File: src/rtl/cfgrom_pkg.sv
`timescale 1ns/1ps
package cfgrom_pkg;

    // Decoded meaning of the combined reset / output-enable pin
    typedef struct packed {
        logic rst_req;
        logic oe_on;
    } pin_dec_t;

    // Output stage bundle
    typedef struct packed {
        logic bit_v;
        logic drive;
        logic casc_n;
    } out_t;

    function automatic pin_dec_t decode_pin(input logic pin, input logic pol_hi);
        pin_dec_t d;
        d.rst_req = pol_hi ? pin : ~pin;
        d.oe_on   = ~d.rst_req;
        return d;
    endfunction

    // Address width for the supported capacities (kbit)
    function automatic int addr_bits(input int kbits);
        case (kbits)
            64:      return 16;
            128:     return 17;
            default: return 15;
        endcase
    endfunction

endpackage

File: src/rtl/cfgrom_ptr.sv
`timescale 1ns/1ps
module cfgrom_ptr #(
    parameter int AW = 15
) (
    input  logic          clk,
    input  logic          rst,
    input  logic          clr,
    input  logic          adv,
    output logic [AW-1:0] ptr_o,
    output logic          done_o
);
    // One extra bit marks "past the last address"
    logic [AW:0] cnt;

    always_ff @(posedge clk) begin
        if (rst || clr) begin
            cnt <= '0;
        end else if (adv && !cnt[AW]) begin
            cnt <= cnt + 1'b1;
        end
    end

    assign ptr_o  = cnt[AW-1:0];
    assign done_o = cnt[AW];


    step_chk: assert property (@(posedge clk) disable iff (rst)
        (!clr && adv && !done_o) |=> (ptr_o == $past(ptr_o) + 1'b1) || done_o);

    hold_chk: assert property (@(posedge clk) disable iff (rst)
        (!clr && !adv) |=> ($stable(ptr_o) && $stable(done_o)));

    clr_chk: assert property (@(posedge clk) disable iff (rst)
        clr |=> (ptr_o == '0 && !done_o));

    no_wrap_chk: assert property (@(posedge clk) disable iff (rst)
        (done_o && !clr) |=> done_o);

endmodule

File: src/rtl/cfgrom_store.sv
`timescale 1ns/1ps
module cfgrom_store #(
    parameter int          AW      = 15,
    parameter logic [16:0] PATTERN = 17'h0B35D,
    parameter logic        INVERT  = 1'b0
) (
    input  logic [AW-1:0] addr,
    output logic          bit_o
);
    logic [AW-1:0] taps;

    // Content is computed: one AND tap per address bit, folded by XOR
    for (genvar i = 0; i < AW; i++) begin : g_tap
        assign taps[i] = addr[i] & PATTERN[i];
    end

    assign bit_o = (^taps) ^ INVERT;

endmodule

File: src/rtl/cfgrom_drive.sv
`timescale 1ns/1ps
module cfgrom_drive
    import cfgrom_pkg::*;
(
    input  logic ce_n,
    input  logic oe_on,
    input  logic done,
    input  logic bit_i,
    output out_t out_o
);
    always_comb begin
        out_o.drive  = ~ce_n & oe_on & ~done;
        out_o.bit_v  = bit_i & out_o.drive;
        out_o.casc_n = ~(done & ~ce_n);
    end
endmodule

File: src/rtl/cfgrom_serial.sv
`timescale 1ns/1ps
module cfgrom_serial
    import cfgrom_pkg::*;
#(
    parameter int          CAP_KBITS = 32,
    parameter logic [16:0] PATTERN   = 17'h0B35D,
    parameter logic        INVERT    = 1'b0
) (
    input  logic clk,
    input  logic rst,
    input  logic ce_n,
    input  logic rst_oe,
    input  logic rst_pol,
    output logic data_q,
    output logic data_en,
    output logic ceo_n
);
    localparam int AW = addr_bits(CAP_KBITS);

    pin_dec_t      dec;
    logic [AW-1:0] ptr;
    logic          ptr_done;
    logic          cur_bit;
    out_t          outs;

    assign dec = decode_pin(rst_oe, rst_pol);

    cfgrom_ptr #(.AW(AW)) u_ptr (
        .clk    (clk),
        .rst    (rst),
        .clr    (dec.rst_req),
        .adv    (~ce_n),
        .ptr_o  (ptr),
        .done_o (ptr_done)
    );

    cfgrom_store #(.AW(AW), .PATTERN(PATTERN), .INVERT(INVERT)) u_store (
        .addr  (ptr),
        .bit_o (cur_bit)
    );

    cfgrom_drive u_drive (
        .ce_n  (ce_n),
        .oe_on (dec.oe_on),
        .done  (ptr_done),
        .bit_i (cur_bit),
        .out_o (outs)
    );

    assign data_q  = outs.bit_v;
    assign data_en = outs.drive;
    assign ceo_n   = outs.casc_n;


    tri_chk: assert property (@(posedge clk) disable iff (rst)
        ptr_done |-> !data_en);

    ce_off_chk: assert property (@(posedge clk) disable iff (rst)
        ce_n |-> (!data_en && ceo_n));

    casc_clr_chk: assert property (@(posedge clk) disable iff (rst)
        dec.rst_req |=> ceo_n);

endmodule

File: config.mk
export PLATFORM = sky130hd
export DESIGN_NAME = cfgrom_serial
export DESIGN_NICKNAME = d
export VERILOG_FILES = /design/src/rtl/cfgrom_pkg.sv /design/src/rtl/cfgrom_ptr.sv /design/src/rtl/cfgrom_store.sv /design/src/rtl/cfgrom_drive.sv /design/src/rtl/cfgrom_serial.sv
export SDC_FILE = /design/constraint.sdc
export NUM_CORES = 1
export LEC_CHECK = 0
export ABC_AREA = 0
export BUFFER_PORTS_ARGS = -buffer_cell sky130_fd_sc_hd__buf_4
export CAP_MARGIN = 10
export CORE_MARGIN = 2
export CORE_UTILIZATION = 50
export CTS_BUF_LIST = sky130_fd_sc_hd__clkbuf_4 sky130_fd_sc_hd__clkbuf_8
export DETAILED_ROUTE_END_ITERATION = 8
export GPL_TIMING_DRIVEN = 0
export PLACE_DENSITY = 0.69
export SYNTH_ARGS = -nofsm -noshare
export SYNTH_HDL_FRONTEND = slang
export SYNTH_HIERARCHICAL = 1
export SYNTH_SLANG_ARGS = --single-unit
export TNS_END_PERCENT = 1
File: constraint.sdc
create_clock -name clk -period 4.33 [get_ports clk]
set_input_delay 0.866 -clock clk [delete_from_list [all_inputs] [get_ports clk]]
set_output_delay 0.866 -clock clk [all_outputs]
set_load 0.03 [all_outputs]
* After elaboration in Yosys (flattened, before gate mapping)
Cells that the tools add are included.
** Word-level totals
- Register bits after elaboration :: 16
- Output and inout bits :: 3
- Bits of input ports :: 5
- Word-level logic and storage cells :: 16
** Operators by class
- Add/sub/neg operators :: 1
- Reduce and logical (&&, ||, !) cells :: 4
- Bitwise gates (word level) :: 9
- Multiplexer cells :: 1
** Operator list (count)
- $add A16 B1 Y16 const B :: 1
- $reduce_xor A15 Y1 :: 1
- $not A1 Y1 :: 5
- $and A1 B1 Y1 :: 4
- $logic_and A1 B1 Y1 :: 1
- $logic_not A1 Y1 :: 1
- $logic_or A1 B1 Y1 :: 1
- $mux W1 :: 1

* Logic depth before layout (Yosys ltp)
- Depth in word-level cells :: 6
- Depth in mapped cells :: 5

* Modules after synthesis
The synthesis kept the hierarchy.
** By module, submodules not included
- cfgrom_ptr :: times used 1, area an instance 753.2 um^2, cells each 83, seq. area each 320.3 um^2
- cfgrom_store :: times used 1, area an instance 82.6 um^2, cells each 7, seq. area each 0.0 um^2
- cfgrom_drive :: times used 1, area an instance 26.3 um^2, cells each 3, seq. area each 0.0 um^2
- cfgrom_serial :: times used 1, area an instance 21.3 um^2, cells each 3, seq. area each 0.0 um^2

* Worst setup path before layout
No wires, ideal clock.
- Path kind :: in2out
- Start point :: in rst_oe
- End point :: out data_en
- Arrival time :: 1.763 ns
- Path buffers :: 0
- Path slack :: 1.701 ns
- Cell stages on the path :: 2
- Cell sequence :: xor2_1 nor3b_1
** Between the ends
- Word-level cells in the longest chain between the ends :: 5
** Ends and longest elaborated chain
- start, declared :: line cfgrom_serial.sv:12 : input logic rst_oe,
- $not A1 Y1 :: line cfgrom_pkg.sv:19 : d.rst_req = pol_hi ? pin : ~pin;
- $mux W1 (*) :: line cfgrom_pkg.sv:19
- $not A1 Y1 (*) :: line cfgrom_pkg.sv:20 : d.oe_on = ~d.rst_req;
- $and A1 B1 Y1 (*) (2 in series) :: line cfgrom_drive.sv:12 : out_o.drive = ~ce_n & oe_on & ~done;
- end, declared :: line cfgrom_serial.sv:15 : output logic data_en,
Every way passes the cells marked *; elsewhere a longest branch is shown, timed or not.

* Final worst setup path
- Start point :: reg u_ptr.cnt[4]
- End point :: out data_q
** Between the ends
- Word-level cells in the longest chain between the ends :: 2
** Ends and longest elaborated chain
- start, declared :: line cfgrom_ptr.sv:13 : logic [AW:0] cnt;
- start signal, assigned :: line cfgrom_ptr.sv:19 : cnt <= cnt + 1'b1;
- $reduce_xor A15 Y1 :: line cfgrom_store.sv:17 : assign bit_o = (^taps) ^ INVERT;
- via cur_bit :: line cfgrom_serial.sv:23 : logic cur_bit;
- $and A1 B1 Y1 :: line cfgrom_drive.sv:13 : out_o.bit_v = bit_i & out_o.drive;
- end, declared :: line cfgrom_serial.sv:14 : output logic data_q,
The timed path passes the listed nets, and every way through them passes these cells.

==> impl_metrics.tcl <==
set metrics [dict create \
    wl_microns 1650 \
    grt_max_degree 11 \
    fin_setup_tns_ns 0 \
    crit_chain "xnor2_1 -> xnor3_1 -> xnor2_1 -> and4bb_2 -> buf_4" \
    clock-sinks 16 \
    layout.nets 114 \
    ys_seq_area_share_pct 36.3 \
    seq_area_sq_um 320 \
    yosys_warnings 6 \
    endpoint_kind "output pin" \
    clock_tree.root_cell "clkbuf_4" \
    clk_latency_ns 0.28 \
    multiInputGateArea_sq_um 548 \
    track_usage_pct 18.4 \
    ys.flop_type "dfxtp_1" \
    num_antenna_cells 0 \
    grt_pass1_vias 644 \
    leakage_nw 0.396 \
    worstSetupPathType "reg -> out" \
    path_clk_slew_ns 0.10 \
    ff2ff_path_depth 5 \
    worstPathRequired_ns 3.46 \
    period_minus_slack_ns 2.82 \
    tightest_slew_ns 0.453 \
    ys_async_sr_fraction_pct 0 \
    hpwlAfterDp_microns 1240 \
    num_vias 709 \
    finalClockSkew_ns 0.00150 \
    slowest_delay_ns 0.53 \
    finalCritPeriodShare_pct 65.0 \
    die_h_microns 46.0 \
    slowest_stage "dfxtp_1" \
    start_util_pct 52.3 \
    row_count 15 \
    slew_viol_final 0 \
    holdBufCountCts 0 \
    synth-edff-count 0 \
    crit_family "XOR/XNOR gates" \
    drc 0 \
    syn_avg_cell_area_sq_um 9.20 \
    synth_top_cell_area_share_pct 36.3 \
    drv_cap 0 \
    coreArea_sq_um 1690 \
    synth_cells 96 \
    vdd_ir_drop_max_v 0.000169 \
    portBuffers 7 \
    yosys-top-cells-area "dfxtp_1 36%, xnor2_1 8.9%, xor2_1 8.9%" \
    crit_buf_inv 1 \
    ioPinCount 8 \
    dieWidth_microns 46.0 \
    htreeDepth 1 \
    holdCritPathClass "reg -> reg" \
    synth_nets 102 \
    rsz0062_at_grt "false" \
    cp.depth 5 \
    gp_congestion 0.735 \
    nFillCells 144 \
    drtPass1Iterations 4 \
    hold_path_depth 2 \
    wl_per_cell_microns 13.3 \
    grt_pass1_wl_microns 2780 \
    hold_violations 0 \
    synth_cell_types 33 \
    dieArea_sq_um 2120 \
    cts.repair.resized 0 \
    grt_antenna_before_repair 0 \
    reg_top3 "u_ptr/cnt: 16 flops" \
    setup_viol 0 \
    worstPathMaxFanout 7 \
    crit_arrival_ns 1.95 \
    p_per_area_nw_per_um2 274 \
    antenna_left 0 \
    cts_setup_buffers 0 \
    cts_tree "yes" \
    area_delta_synth_final_pct 12.5 \
    drtIter0Drc 15 \
    vias_per_cell 5.72 \
    synthTopCellsByCount "16 x dfxtp_1, 16 x nor2_1, 9 x xnor2_1, 9 x xor2_1, 8 x nand3_1" \
    yosys_register_bits 16 \
    overflow 0 \
    status "finished, final reports clean" \
    cts_buffers 3 \
    crit_path_frequent_cell "xnor2_1" \
    clock.fmax_ghz 0.355 \
    regMostFlops "u_ptr/cnt" \
    synth_top_area_cell "dfxtp_1" \
    clockBufferDepth 2 \
    synth_area_sq_um 883 \
    timing.hold.ws_ns 0.547 \
    largest_reg_flops 16 \
    drive_gt1_share_pct 15.9 \
    start_kind "register" \
    max-slew-margin-rel_pct 69.8 \
]
[power breakdown]
group / total (mW) / switching [mW] / internal, mW
sequential: 0.149 / 0.00136 / 0.148
combinational: 0.0229 / 0.0120 / 0.0110
clock: 0.0996 / 0.0485 / 0.0511
total: 0.272 / 0.0618 / 0.210
[cell type report]
class                           count  area share (%)
Inverter                            1           0.378
Multi-Input combinational cell     76            55.2
Clock buffer                        4            3.65
Timing Repair Buffer                7            5.29
Buffer                              3            1.13
Tap cell                           17            2.14
Sequential cell                    16            32.2
[cells by family (layout without fill, tap and decap cells)]
group | after synthesis | in the layout | share of synthesized area, %
AOI/OAI and AO/OA | 7 | 7 | 5.52
DFF | 16 | 16 | 36.3
adders and majority gates | 1 | 1 | 1.42
muxes | 1 | 1 | 1.13
and+or+nand+nor | 47 | 47 | 31.7
xor gates and xnor gates | 20 | 20 | 22.2
buffers and inverters | 4 | 15 | 1.70
[cell usage in the layout (no fill, tap or decap), drive strengths merged]
cell / instances
nor4: 3
and4: 1
or2: 1
nand3: 8
and4bb: 1
xor2: 9
nand4b: 1
a31o: 1
inv: 1
nor2b: 1
mux2i: 1
nand4: 3
a41oi: 1
buf: 7
nor2: 16
and2: 1
clkbuf: 7
and4b: 1
or3: 1
nor3b: 1
xnor3: 1
xnor2: 10
dfxtp: 16
a21oi: 2
o21ai: 1
nor3: 1
a31oi: 1
a41o: 1
nand2b: 1
ha: 1
nand2: 6
[worst reg2reg max path: stages (launching register included)]
cell and delay [ns]:
dfxtp_1 0.45, ha_1 0.38, nand3_1 0.15, nor4_1 0.32, xnor2_1 0.17, nor2_1 0.05
[worst paths after layout]
check	from	to	slack (ns)
max	u_ptr/cnt[4]	data_q	1.51
min	u_ptr/cnt[10]	u_ptr/cnt[10]	0.55
max reg2reg	u_ptr/cnt[0]	u_ptr/cnt[12]	2.71
min reg2reg	u_ptr/cnt[10]	u_ptr/cnt[10]	0.55
[metal layers]
metal / global-route usage [%] / vias up / part of all wire [%]
li1: - / 359 / -
met1: 23.4 / 329 / 47
met2: 29.4 / 21 / 49
met3: 3.57 / 0 / 4.4
met4: 8.57 / 0 / 0
met5: 0 / - / 0
[per-stage QoR]
step	setup WS [ns]	total power, mW	std cells	util, %	cell area [sq um]
floorplan	1.70	0.168	96	-	883
global placement	1.84	0.175	120	56.7	957
detailed placement	1.86	0.176	120	56.7	957
CTS	1.52	0.276	124	58.8	993
global route	1.42	0.284	124	58.8	993
finish	1.51	0.272	124	58.8	993
Power figures use the tool's default switching activity.
